**config.mk**
```make
export PLATFORM = sky130hd
export DESIGN_NAME = word_destuffer
export DESIGN_NICKNAME = d
export VERILOG_FILES = /design/src/rtl/nd_pkg.sv /design/src/rtl/nd_nrzi_dec.sv /design/src/rtl/nd_unstuff.sv /design/src/rtl/nd_packer.sv /design/src/rtl/word_destuffer.sv
export SDC_FILE = /design/constraint.sdc
export NUM_CORES = 1
export LEC_CHECK = 0
export BUFFER_PORTS_ARGS = -buffer_cell sky130_fd_sc_hd__buf_2
export CELL_PAD_IN_SITES_DETAIL_PLACEMENT = 2
export CELL_PAD_IN_SITES_GLOBAL_PLACEMENT = 2
export CORE_ASPECT_RATIO = 2
export CORE_MARGIN = 3
export CORE_UTILIZATION = 30
export CTS_CLUSTER_DIAMETER = 80
export DETAILED_ROUTE_END_ITERATION = 6
export GPL_TIMING_DRIVEN = 0
export PLACE_DENSITY = 0.72
export SYNTH_ARGS = -nofsm -noshare
export SYNTH_HDL_FRONTEND = slang
export SYNTH_SLANG_ARGS = --single-unit
```
**constraint.sdc**
```tcl
create_clock -name clk -period 35.7 [get_ports clk]
set_input_delay 3.57 -clock clk [delete_from_list [all_inputs] [get_ports clk]]
set_output_delay 3.57 -clock clk [all_outputs]
set_load 0.005 [all_outputs]
```
**src/rtl/nd_pkg.sv**
```systemverilog
package nd_pkg;
    typedef enum logic [1:0] {
        ST_INIT,
        ST_WAIT,
        ST_DECODE,
        ST_UNSTUFF
    } nd_state_e;
endpackage

```
**src/rtl/nd_nrzi_dec.sv**
```systemverilog
module nd_nrzi_dec #(
    parameter int W = 16
) (
    input  logic [W-1:0] line,
    input  logic         hist,
    output logic [W-1:0] bits,
    output logic         last_level
);
    // a 1 means no transition relative to the preceding level
    assign bits[0] = ~(line[0] ^ hist);
    for (genvar g = 1; g < W; g++) begin : g_bit
        assign bits[g] = ~(line[g] ^ line[g-1]);
    end
    assign last_level = line[W-1];
endmodule

```
**src/rtl/nd_unstuff.sv**
```systemverilog
module nd_unstuff #(
    parameter int W     = 16,
    parameter int RUN   = 6,
    parameter int POS_W = 5,
    parameter int CNT_W = 3
) (
    input  logic [W-1:0]     bits,
    input  logic [CNT_W-1:0] run_in,
    output logic [W-1:0]     packed_bits,
    output logic [POS_W-1:0] kept_cnt,
    output logic [CNT_W-1:0] run_out,
    output logic [POS_W-1:0] pos0,
    output logic             vld0,
    output logic [POS_W-1:0] pos1,
    output logic             vld1
);
    localparam int IDX_W = $clog2(W);

    always_comb begin
        logic [CNT_W-1:0] run;
        logic [POS_W-1:0] n;
        run         = run_in;
        n           = '0;
        packed_bits = '0;
        pos0        = '0;
        pos1        = '0;
        vld0        = 1'b0;
        vld1        = 1'b0;
        for (int i = 0; i < W; i++) begin
            if (run == CNT_W'(RUN)) begin
                // drop this bit, remember where it sat
                run = '0;
                if (!vld0) begin
                    vld0 = 1'b1;
                    pos0 = POS_W'(i);
                end else if (!vld1) begin
                    vld1 = 1'b1;
                    pos1 = POS_W'(i);
                end
            end else begin
                packed_bits[n[IDX_W-1:0]] = bits[i];
                n   = n + 1'b1;
                run = bits[i] ? run + 1'b1 : '0;
            end
        end
        kept_cnt = n;
        run_out  = run;
    end
endmodule

```
**src/rtl/nd_packer.sv**
```systemverilog
module nd_packer #(
    parameter int W      = 16,
    parameter int BUF_W  = 31,
    parameter int FILL_W = 5,
    parameter int POS_W  = 5
) (
    input  logic             clk,
    input  logic             rst,
    input  logic             load,
    input  logic [W-1:0]     din,
    input  logic [POS_W-1:0] din_cnt,
    output logic [W-1:0]     out_word,
    output logic             out_strobe
);
    logic [BUF_W-1:0]  buf_q;
    logic [FILL_W-1:0] fill_q;
    logic [2*W-1:0]    merged;
    logic [FILL_W:0]   total;

    always_comb begin
        merged = {{(2*W-BUF_W){1'b0}}, buf_q} | ({{W{1'b0}}, din} << fill_q);
        total  = {1'b0, fill_q} + (FILL_W+1)'(din_cnt);
    end

    always_ff @(posedge clk) begin
        if (rst) begin
            buf_q      <= '0;
            fill_q     <= '0;
            out_word   <= '0;
            out_strobe <= 1'b0;
        end else begin
            out_strobe <= 1'b0;
            if (load) begin
                if (total >= (FILL_W+1)'(W)) begin
                    out_word   <= merged[W-1:0];
                    out_strobe <= 1'b1;
                    buf_q      <= BUF_W'(merged >> W);
                    fill_q     <= FILL_W'(total - (FILL_W+1)'(W));
                end else begin
                    buf_q  <= merged[BUF_W-1:0];
                    fill_q <= total[FILL_W-1:0];
                end
            end
        end
    end

    AST_FILL_BELOW_WORD: assert property (@(posedge clk) disable iff (rst)
        fill_q < FILL_W'(W));
    AST_STROBE_ONE_CYCLE: assert property (@(posedge clk) disable iff (rst)
        out_strobe |=> !out_strobe);
endmodule

```
**src/rtl/word_destuffer.sv**
```systemverilog
module word_destuffer #(
    parameter int WORD_W  = 16,
    parameter int RUN_LEN = 6
) (
    input  logic                        clk,
    input  logic                        rst,
    input  logic                        in_valid,
    input  logic [WORD_W-1:0]           in_word,
    output logic                        out_strobe,
    output logic [WORD_W-1:0]           out_word,
    output logic [$clog2(WORD_W):0]     del_pos_a,
    output logic                        del_vld_a,
    output logic [$clog2(WORD_W):0]     del_pos_b,
    output logic                        del_vld_b
);
    import nd_pkg::*;

    localparam int POS_W  = $clog2(WORD_W) + 1;
    localparam int CNT_W  = $clog2(RUN_LEN + 1);
    localparam int BUF_W  = 2 * WORD_W - 1;
    localparam int FILL_W = $clog2(BUF_W + 1);

    nd_state_e state_q, state_d;

    logic [WORD_W-1:0] line_q, dec_q, dec_w, packed_w;
    logic              hist_q, last_w;
    logic [CNT_W-1:0]  run_q, run_w;
    logic [POS_W-1:0]  kept_w, pos0_w, pos1_w;
    logic              vld0_w, vld1_w;

    nd_nrzi_dec #(.W(WORD_W)) u_dec (
        .line(line_q), .hist(hist_q), .bits(dec_w), .last_level(last_w)
    );

    nd_unstuff #(.W(WORD_W), .RUN(RUN_LEN), .POS_W(POS_W), .CNT_W(CNT_W)) u_unstuff (
        .bits(dec_q), .run_in(run_q), .packed_bits(packed_w), .kept_cnt(kept_w),
        .run_out(run_w), .pos0(pos0_w), .vld0(vld0_w), .pos1(pos1_w), .vld1(vld1_w)
    );

    nd_packer #(.W(WORD_W), .BUF_W(BUF_W), .FILL_W(FILL_W), .POS_W(POS_W)) u_pack (
        .clk(clk), .rst(rst), .load(state_q == ST_UNSTUFF), .din(packed_w),
        .din_cnt(kept_w), .out_word(out_word), .out_strobe(out_strobe)
    );

    // state register
    always_ff @(posedge clk) begin
        if (rst) state_q <= ST_INIT;
        else     state_q <= state_d;
    end

    always_comb begin
        state_d = state_q;
        unique case (state_q)
            ST_INIT:    state_d = ST_WAIT;
            ST_WAIT:    if (in_valid) state_d = ST_DECODE;
            ST_DECODE:  state_d = ST_UNSTUFF;
            ST_UNSTUFF: state_d = ST_WAIT;
        endcase
    end

    // per-state datapath and reported positions
    always_ff @(posedge clk) begin
        if (rst) begin
            line_q    <= '0;
            hist_q    <= 1'b1;
            dec_q     <= '0;
            run_q     <= '0;
            del_pos_a <= '0;
            del_pos_b <= '0;
            del_vld_a <= 1'b0;
            del_vld_b <= 1'b0;
        end else begin
            unique case (state_q)
                ST_WAIT: if (in_valid) line_q <= in_word;
                ST_DECODE: begin
                    dec_q  <= dec_w;
                    hist_q <= last_w;
                end
                ST_UNSTUFF: begin
                    run_q     <= run_w;
                    del_pos_a <= pos0_w;
                    del_vld_a <= vld0_w;
                    del_pos_b <= pos1_w;
                    del_vld_b <= vld1_w;
                end
                default: ;
            endcase
        end
    end

    AST_DECODE_THEN_UNSTUFF: assert property (@(posedge clk) disable iff (rst)
        state_q == ST_DECODE |=> state_q == ST_UNSTUFF);
    AST_UNSTUFF_THEN_WAIT: assert property (@(posedge clk) disable iff (rst)
        state_q == ST_UNSTUFF |=> state_q == ST_WAIT);
    AST_RUN_LIMIT: assert property (@(posedge clk) disable iff (rst)
        run_q <= CNT_W'(RUN_LEN));
    AST_POS_ORDER: assert property (@(posedge clk) disable iff (rst)
        del_vld_b |-> (del_vld_a && del_pos_b > del_pos_a));
    AST_POS_HELD: assert property (@(posedge clk) disable iff (rst)
        state_q != ST_UNSTUFF |=> ($stable(del_pos_a) && $stable(del_vld_a)
                                   && $stable(del_pos_b) && $stable(del_vld_b)));
    AST_CAPTURE_IN_WAIT: assert property (@(posedge clk) disable iff (rst)
        state_q != ST_WAIT |=> state_q != ST_DECODE);
endmodule

```
==> metrics.cfg <==
[yosys]
synth_compound_area_frac = 0.250
synth_area_leaders = dfxtp_1 15%, mux2i_1 8.6%, ha_1 7.6%
synth_top_family_by_area = simple AND/OR/NAND/NOR gates
synthSimpleGateAreaFrac = 0.264
synth.largest_area_cell = dfxtp_1
syn_area_mm2 = 0.0139
synth_fa_ha_area_frac = 0.0807
ys_types = 107
async_flop_share = 0
synth_xor_area_frac = 0.0612
ys_top_cells_by_count = 201 x nand2_1, 167 x nor2_1, 125 x a21oi_1
synth.most_common_cell = nand2_1
muxShareOfSynthArea = 0.142
synth_top_area_frac = 0.145
ys_ff_latch = 101
synth_ff_type = dfxtp_1
avgSynthCellArea_um2 = 7.32
synth.yosys.warnings = 0
synth_cells = 1901
ys_seq_area_frac = 0.145
synth_edf_count = 0

[global_routing]
grt_first_pass_wirelength_um = 105000
grt_max_degree = 18
overflow = 0
grtUsageTotal = 0.279
antenna_found_initial = 0
grt_pass1_vias = 17400

[worst_setup_path]
r2r-start = run_q[0]
startpoint = run_q[0]
r2r_cells = 99
worstPathMaxFanout = 10
max_stage_delay_ns = 0.61
crit_top_cell = ha_1
cpMaxStageDelayCell = clkbuf_1
required_ns = 36.00
worstSetupStartpointType = flop
reg2reg_to = u_pack.buf_q[22]
critical_path_class = flop to flop
critPathCaptureType = flop
cp_data_arrival_time_ns = 27.55
ff2ff_setup_slack_ns = 8.45

[finish]
syn_to_final_growth_pct = 8.73
fillCellCount = 5540
final_net_count = 2064
antenna_cells = 0
drive_above_1_share = 0.0907
final_area_mm2 = 0.0151

[detailed_routing]
wl_um = 69300
drc = 0
drt-initial-drc-count = 493
vias_per_cell = 6.20
routedWlPerCell_um = 27.4
firstDrtPassIters = 4
postRouteAntennaNets = 0
vias = 15700

[placement]
dpl.hpwl_um = 59100
portBuffers = 45
routabilityCongestion = 0.971
dpl-instance-area_mm2 = 0.0149

[timing]
finalHoldViolCount = 0
post-route-min-period_ns = 27.25
setup_viol = 0
relSlewSlack = 0.157
tns_ns = 0
rsz0062_at_grt = false
fin_crit_sh = 0.763
tightest_slew_ns = 1.26
drv_slew = 0
max_freq_mhz = 36.7
fin_skew_ns = 0.0132

[power]
seqPwrFrac = 0.382
clkPwrFrac = 0.286
p_leak_nw = 5.87
ir_drop_uv = 26.8
p_sw_frac = 0.389
p_int_mw = 0.206
p_per_area_mw_per_mm2 = 22.2
switchingPower_mw = 0.131
combPwrFrac = 0.332

[clock_tree]
holdBufCountCts = 0
clk_path_buf_depth = 2
cts_resized = 0
post_cts_buffers = 0
cts_max_level = 3
clkTransAtPathRegs_ns = 0.08
cts_tree = built
cts_sinks = 101
cts_root_buf = clkbuf_16
cts_buffers = 9
clock_latency_ns = 0.37

[die]
rows = 111
pin_count = 48
start_util = 0.304
die_h_um = 311
die_x_um = 158
core_area_mm2 = 0.0458
design.die.area_mm2 = 0.0492

[worst_hold_path]
hold_depth = 2
hold_end = u_pack.buf_q[24]
hp-start = u_pack.buf_q[24]
hp-class = flop to flop

[run]
maxCapViolCount = 0

[outcome]
status = finished clean

[power groups by stage]
stage          clock network (mW)  registers [mW]  logic, mW
2_1_floorplan                   0           0.128     0.0673
3_3_place_gp                    0           0.131      0.109
3_5_place_dp                    0           0.131      0.111
4_1_cts                    0.0981           0.129      0.112
5_1_grt                     0.103           0.130      0.120
6_report                   0.0964           0.129      0.112
[cell families after synthesis]
family,count (synthesis)
other,1
flip-flops,101
XOR/XNOR,70
AND/OR/NAND/NOR,757
buffers and inverters,201
adder cells (fa/ha/maj),89
multiplexers,175
AO/OA/AOI/OAI,507
[placed cells by master, fill, tap and decap left out, drive strengths merged, types with 11 or more instances in the layout]
master  Yosys  routed
or3        26      26
inv        78      81
nand2b     14      14
mux2       42      42
a31oi      22      22
ha         85      85
nor3       82      82
o21a       11      11
a21o       15      15
mux4       12      12
a211oi     31      31
a311oi     12      12
o211ai     24      24
o31ai      12      12
clkbuf    100     111
and2       31      31
nand2     202     202
nand4      34      34
dfxtp     101     101
and3       23      23
nor2      169     169
o21ai      95      95
nand3     122     122
o22ai      16      16
a21oi     126     126
o221ai     12      12
xnor2      54      54
mux2i     121     121
buf        22      67
[flip-flops by register name, indices dropped and copies added, names as in the netlist]
signal             count
u_pack.fill_q          5
run_q                  3
del_pos_b              4
state_q                2
u_pack.out_strobe      1
del_pos_a              4
line_q                16
dec_q                 16
del_vld_b              1
u_pack.buf_q          31
hist_q                 1
del_vld_a              1
u_pack.out_word       16
[metrics by stage]
stage               hold WS, ns  utilization  setup slack (ns)  total power, mW  cells
global placement          0.437        0.324              8.90            0.239   2512
finish                    0.467        0.330              8.45            0.337   2528
global route              0.488        0.330              6.16            0.353   2528
floorplan                 0.426            -             17.01            0.196   1902
CTS                       0.469        0.330              8.21            0.339   2528
detailed placement        0.458        0.324              8.29            0.243   2512
[critical path: cells and delay by family (launching register included)]
| family | cells | cell delay (ns) |
|---|---|---|
| flip-flops | 1 | 0.43 |
| AO/OA/AOI/OAI | 16 | 3.60 |
| adder cells (fa/ha/maj) | 17 | 5.05 |
| buffers and inverters | 20 | 7.95 |
| multiplexers | 2 | 0.44 |
| AND/OR/NAND/NOR | 44 | 9.64 |
[worst max path at each step]
stage                       endpoint  slack [ns]  depth (start not counted)
floorplan            u_pack.buf_q[1]       17.01                        100
global placement    u_pack.buf_q[26]        8.90                         97
detailed placement  u_pack.buf_q[22]        8.29                         99
CTS                 u_pack.buf_q[22]        8.21                         99
global route        u_pack.buf_q[22]        6.16                         99
finish              u_pack.buf_q[22]        8.45                         99
[layout make-up]
class | instances | area (µm²) | area share
Buffer | 122 | 493 | 0.0326
Clock buffer | 11 | 233 | 0.0154
Clock inverter | 5 | 41.3 | 0.00273
Inverter | 79 | 297 | 0.0196
Multi-Input combinational cell | 1600 | 11100 | 0.734
Sequential cell | 101 | 2020 | 0.134
Tap cell | 565 | 707 | 0.0467
Timing Repair Buffer | 45 | 225 | 0.0149
[routing by layer]
| metal | routed length, µm | share of wire | GRT usage | vias to the layer above |
|---|---|---|---|---|
| li1 | - | - | - | 7154 |
| met1 | 20100 | 0.29 | 0.217 | 7798 |
| met2 | 39400 | 0.57 | 0.557 | 403 |
| met3 | 1350 | 0.019 | 0.0263 | 307 |
| met4 | 8470 | 0.12 | 0.268 | 0 |
| met5 | 0 | 0 | 0 | - |
(Power assumes the default switching activity.)
